--- config.mk ---
export PLATFORM = sky130hd
export DESIGN_NAME = spi_wp_ctrl
export DESIGN_NICKNAME = d
export VERILOG_FILES = /design/src/rtl/spi_wp_ctrl.sv
export SDC_FILE = /design/constraint.sdc
export NUM_CORES = 1
export LEC_CHECK = 0
export ABC_CLOCK_PERIOD_IN_PS = 1500
export BUFFER_PORTS_ARGS = -buffer_cell sky130_fd_sc_hd__buf_2
export CORE_UTILIZATION = 50
export CTS_BUF_LIST = sky130_fd_sc_hd__clkbuf_4 sky130_fd_sc_hd__clkbuf_8
export DETAILED_ROUTE_END_ITERATION = 8
export GPL_TIMING_DRIVEN = 0
export PLACE_DENSITY_LB_ADDON = 0.2
export SETUP_SLACK_MARGIN = 0.02
export SLEW_MARGIN = 10
export SYNTH_ARGS = -nofsm -noshare
export SYNTH_HDL_FRONTEND = slang
export SYNTH_SLANG_ARGS = --single-unit
--- constraint.sdc ---
create_clock -name clk -period 1.5 [get_ports clk]
set_input_delay 0.3 -clock clk [delete_from_list [all_inputs] [get_ports clk]]
set_output_delay 0.3 -clock clk [all_outputs]
set_load 0.02 [all_outputs]
--- src/rtl/spi_wp_ctrl.sv ---
module spi_wp_ctrl #(
  parameter int          AW      = 13,
  parameter logic [7:0]  OP_WREN = 8'h06,
  parameter logic [7:0]  OP_WRDI = 8'h04,
  parameter logic [7:0]  OP_RDSR = 8'h05,
  parameter logic [7:0]  OP_WRSR = 8'h01
) (
  input  logic          clk,
  input  logic          rst_n,
  input  logic          cs_n,
  input  logic          sck,
  input  logic          mosi,
  input  logic          wp_n,
  input  logic [AW-1:0] wr_addr,
  output logic          miso,
  output logic          wr_permit
);
  localparam logic [4:0]    OPEND = 5'd8;
  localparam logic [4:0]    FREND = 5'd16;
  localparam logic [AW-1:0] LIM_Q = {2'b11, {(AW-2){1'b0}}};
  localparam logic [AW-1:0] LIM_H = {1'b1, {(AW-1){1'b0}}};

  logic       sck_q, cs_q;
  logic [4:0] cnt;
  logic [6:0] sr;
  logic [7:0] op, out_sr, status;
  logic       wel, wpen, d_wpen;
  logic [1:0] bp, d_bp;
  logic       prot;

  wire        rise  = sck & ~sck_q & ~cs_n;
  wire        fall  = ~sck & sck_q & ~cs_n;
  wire        done  = cs_n & ~cs_q;
  wire [7:0]  nxt   = {sr, mosi};
  wire        wr_ok = wel & ~(wpen & ~wp_n);

  assign status    = {wpen, 3'b000, bp, wel, 1'b0};
  assign miso      = out_sr[7];
  assign wr_permit = wel & ~prot;

  always_comb begin
    case (bp)
      2'b00:   prot = 1'b0;
      2'b01:   prot = (wr_addr >= LIM_Q);
      2'b10:   prot = (wr_addr >= LIM_H);
      default: prot = 1'b1;
    endcase
  end

  always_ff @(posedge clk) begin
    if (!rst_n) begin
      sck_q  <= 1'b0;
      cs_q   <= 1'b1;
      cnt    <= '0;
      sr     <= '0;
      op     <= '0;
      out_sr <= '0;
      d_wpen <= 1'b0;
      d_bp   <= '0;
      wel    <= 1'b0;
      wpen   <= 1'b0;
      bp     <= '0;
    end else begin
      sck_q <= sck;
      cs_q  <= cs_n;
      if (cs_n) begin
        cnt    <= '0;
        out_sr <= '0;
      end else begin
        if (rise) begin
          sr <= nxt[6:0];
          if (cnt != FREND) cnt <= cnt + 5'd1;
          if (cnt == OPEND - 5'd1) op <= nxt;
          if (cnt == FREND - 5'd1) begin
            d_wpen <= nxt[7];
            d_bp   <= nxt[3:2];
          end
        end
        if (fall)
          out_sr <= (cnt == OPEND && op == OP_RDSR) ? status : {out_sr[6:0], 1'b0};
      end
      if (done) begin
        if (cnt >= OPEND && op == OP_WREN) wel <= 1'b1;
        if (cnt >= OPEND && op == OP_WRDI) wel <= 1'b0;
        if (cnt == FREND && op == OP_WRSR && wr_ok) begin
          wpen <= d_wpen;
          bp   <= d_bp;
          wel  <= 1'b0;
        end
      end
    end
  end
endmodule


# Word level (Yosys, flattened, before mapping)
# Cells that the tools add are included.
# op_classes
eq_ne	11
magnitude_cmp	3
n_bitwise	16
reduce_logical	14
n_addsub	1
n_mux	5
# ops
op	count
$ge A13 B13 Y1 const B	2
$eq A8 B3 Y1 const B	3
$eq A5 B4 Y1 const B	2
$and A1 B1 Y1	8
$eq A8 B1 Y1 const B	1
$mux W8	1
$not A1 Y1	8
$reduce_and A2 Y1	4
$reduce_and A3 Y1	2
$add A5 B1 Y5 const B	1
$eq A5 B3 Y1 const B	1
$eq A5 B5 Y1 const B	1
$ge A5 B4 Y1 const B	1
$logic_and A1 B1 Y1	5
$ne A5 B5 Y1 const B	1
$mux W1	3
$pmux W1 S3	1
$reduce_bool A3 Y1	1
$eq A2 B1 Y1 const B	1
$eq A2 B2 Y1 const B	1
$logic_not A2 Y1	1
$reduce_or A2 Y1	1
# word_totals
inputBits	19
word_cells	61
out_inout_bits	2
regBits	37

# Depth between registers and ports, before layout
# depth
ltp_word	7
ltp_mapped	6
ltp_nobuf	6

# Worst setup path after synthesis
# Ideal clock, no wire load.
# synth_timing
path_type	register to register
startpoint	register cnt[0]
endpoint	register cnt[1]
arrival_ns	1.277
required_ns	1.373
stages_incl_launch_ff	7
synth_period_minus_slack_ns	1.404
setup_time_ns	0.127
slack_ns	0.096
path_cell_list	dfxtp_1 > inv_1 > ha_1 > and4bb_2 > nor3_2 > mux2i_1 > nor2_1
# synth_between
elab_chain_cells	2
word_cells_on_any_way	3
# synth_rtl
item	line_no	text
start: declaration	24	logic [4:0] cnt;
start signal: assignment	72	if (cnt != FREND) cnt <= cnt + 5'd1;
branches (longest 2 deep; another with $add A5 B1 Y5)	--	
# Parallel ways; which one is timed is not known.
# A chain may end at the register's enable or synchronous reset.

# Final worst setup path
# layout_timing
startpoint	register cnt[1]
endpoint	register out_sr[2]
# layout_between
elab_chain_cells	3
# layout_rtl
item	line_no	text
$eq A5 B4 Y1	80	out_sr <= (cnt == OPEND && op == OP_RDSR) ? status : {out_sr[6:0], 1'b0};
$logic_and A1 B1 Y1	80	
$mux W8	80	
end signal: assignment	80	
end: declaration	26	logic [7:0] op, out_sr, status;
# Every way passes these cells.

==> out/results.ini <==
[routing]
via_per_inst = 5.61
wl_per_cell_um = 13.9
ant_nets = 0
drt-pass1-iter-count = 6
remaining_drc_errors = 2
num_vias = 1184
wl_um = 2930
first_iter_violations = 66

[status]
status = complete, but fails checks
failed_checks = DRC

[critical_path]
critPathMaxFanout = 7
path_cells = inv_4 > ha_4 > and4bb_2 > nand4_4 > mux2i_1 > a211oi_1
slowest_stage = dfxtp_4
cp_data_arrival_time_ns = 1.74
crit_required_ns = 1.76
cp-start-kind = flop
end_kind = flop
path_class = reg2reg
slowest_delay_ns = 0.38

[sta]
rsz0062_at_grt = yes
finalClockSkew_ns = 0.00950
hold_viol_final = 0
setup_viol = 0
finalWorstSetupSlack_ns = 0.0205
tightest_slew_ns = 0.468
finalCritPeriodShare = 0.986
max_freq_ghz = 0.676
slew_viol_final = 0
fin_crit_ns = 1.48
max_slew_margin = 0.688

[layout]
diodes = 0
final_common_cell = dfxtp_1
area_growth_pct = 15.7
nets = 201
fin_util = 0.625
fill_cells = 241
design_area_um2 = 1770
drive_above_1_share = 0.217
final_cell_mix = dfxtp_1 (33), nor2_1 (25), mux2i_1 (20)

[power_and_ir_drop]
max-vdd-ir-drop_mv = 0.663
p_clk_frac = 0.350
finalPower_mw = 1.63
internal_power_mw = 1.27
power_density_nw_per_um2 = 924
power_leakage_nw = 0.705
seqPwrFrac = 0.594
combinationalPowerShare = 0.056
switching_share = 0.225
netSwitchingPower_mw = 0.367

[global_routing]
grt_first_pass_wirelength_um = 5130
grt.busiest_layer = met2
met2_usage = 0.326
grt_max_degree = 11
grt_use_met3 = 0.0499
grtUsageMet1 = 0.249
grt_pass1_vias = 1156
overflow = 0
grt.total_usage = 0.206
antenna_found_initial = 0

[clock_network]
cts_buffers = 5
cts_tree = yes
clock-sinks = 36
htreeDepth = 2
root_buffer = clkbuf_4
ctsHoldBuffers = 0
path_clk_slew_ns = 0.11
clock_tree.buffer_depth = 2
clock_latency_ns = 0.34

[flow_run]
maxCapViolations = 0

[yosys]
synthTopCellsByArea = dfxtp_1 (47%), mux2i_1 (13%), nor2_1 (6.1%)
syn_inst = 161
yosysUniqueCellTypes = 32
synth_seq_area_share = 0.472
syn-cell-area_um2 = 1530
synth-edff-count = 0
synth.top_cell.area_share = 0.472
async_reset_ff_frac = 0
synth_flop_cell = dfxtp_1
yosys.area.top_type = dfxtp_1
yosysWarnings = 0
synth.ff_latch_count = 36
syn_nets = 183
syn_area_per_cell_um2 = 9.48

[floorplan]
die-area_um2 = 3280
dieHeight_um = 57.3
die_w_um = 57.3
initial_core_util = 0.540
core_area_um2 = 2830
fp-row-count = 19
ioPinCount = 21

[placed_design]
hpwlAfterDp_um = 2160
place.gp.congestion = 0.786
dp_slack_ns = -0.105
io_buffers = 9
placed_area_um2 = 1610

[hold_path]
hp-class = in2reg

-- cell type report --
cell class / count / area [um2] / area share
clock buffers: 8 / 66.3 / 0.0375
multi-input cells: 116 / 832 / 0.471
plain buffers: 5 / 22.5 / 0.0127
well taps: 31 / 38.8 / 0.0220
flip-flops and latches: 36 / 727 / 0.411
repair buffers: 11 / 62.6 / 0.0354
inverters: 4 / 17.5 / 0.00992
-- metal layers --
metal,vias up,wire length [um]
li1,602,-
met1,555,1360
met2,15,1390
met3,12,72
met4,0,107
met5,-,0
-- power groups by stage --
stage,registers [mW],logic [mW],clock network (mW)
finish,0.969,0.0921,0.571
global route,0.971,0.102,0.629
CTS,0.971,0.0880,0.585
detailed placement,0.993,0.0824,0
global placement,0.992,0.0805,0
floorplan,0.992,0.0544,0
-- worst paths after layout --
kind / slack (ns) / endpoint / cells after the start / start
worst max register to register: 0.02 / out_sr[2] / 6 / cnt[1]
worst min-delay path: 0.21 / sck_q / 2 / rst_n
worst min register to register: 0.47 / out_sr[5] / 2 / out_sr[5]
worst max-delay path: 0.02 / out_sr[2] / 6 / cnt[1]
-- kinds of logic after synthesis --
family | after synthesis | synth area share
adder cells (fa/ha/maj) | 3 | 0.0246
multiplexers | 20 | 0.131
AO/OA/AOI/OAI | 20 | 0.0771
flip-flops | 36 | 0.472
XOR/XNOR | 2 | 0.0115
buffers and inverters | 9 | 0.0229
AND/OR/NAND/NOR | 71 | 0.261
-- cells in the mapped netlist, drive strengths merged (2+ instances only) --
cell type and count:
dfxtp 36, nor2 25, mux2i 20, nand2 11, nand3 11, a21oi 10, a211oi 4, inv 4
nand2b 4, o21ai 4, and3 3, clkbuf 3, ha 3, nand4 3, and2 2, and4bb 2
buf 2, nor2b 2, nor3 2
-- worst max-delay path: cells and delay by family (launching register included) --
kind	cells	cell delay [ns]
simple gates	2	0.45
compound gates	1	0.23
flops	1	0.38
mux	1	0.17
fa+ha+maj	1	0.12
buf+inv	1	0.06
-- sequential cells by signal (all words and copies together) (netlist names) --
| register | count |
|---|---|
| wpen | 1 |
| d_bp | 2 |
| sck_q | 1 |
| cnt | 5 |
| d_wpen | 1 |
| sr | 7 |
| cs_q | 1 |
| op | 8 |
| wel | 1 |
| bp | 2 |
| out_sr | 7 |
-- metrics by stage --
step	hold slack (ns)	TNS, ns	instances
finish	0.206	0	211
global placement	0.440	-0.487	201
floorplan	0.422	0	161
CTS	0.192	0	210
detailed placement	0.453	-0.854	201
global route	0.210	-0.0810	211
-- what timing repair did --
action,4_1_cts,5_1_grt
resized for setup,6,19
endpoints found under the setup margin,9,22
hold endpoints to repair,0,0
buffers inserted,1,1
pin swaps,3,2
(Power assumes the default switching activity.)
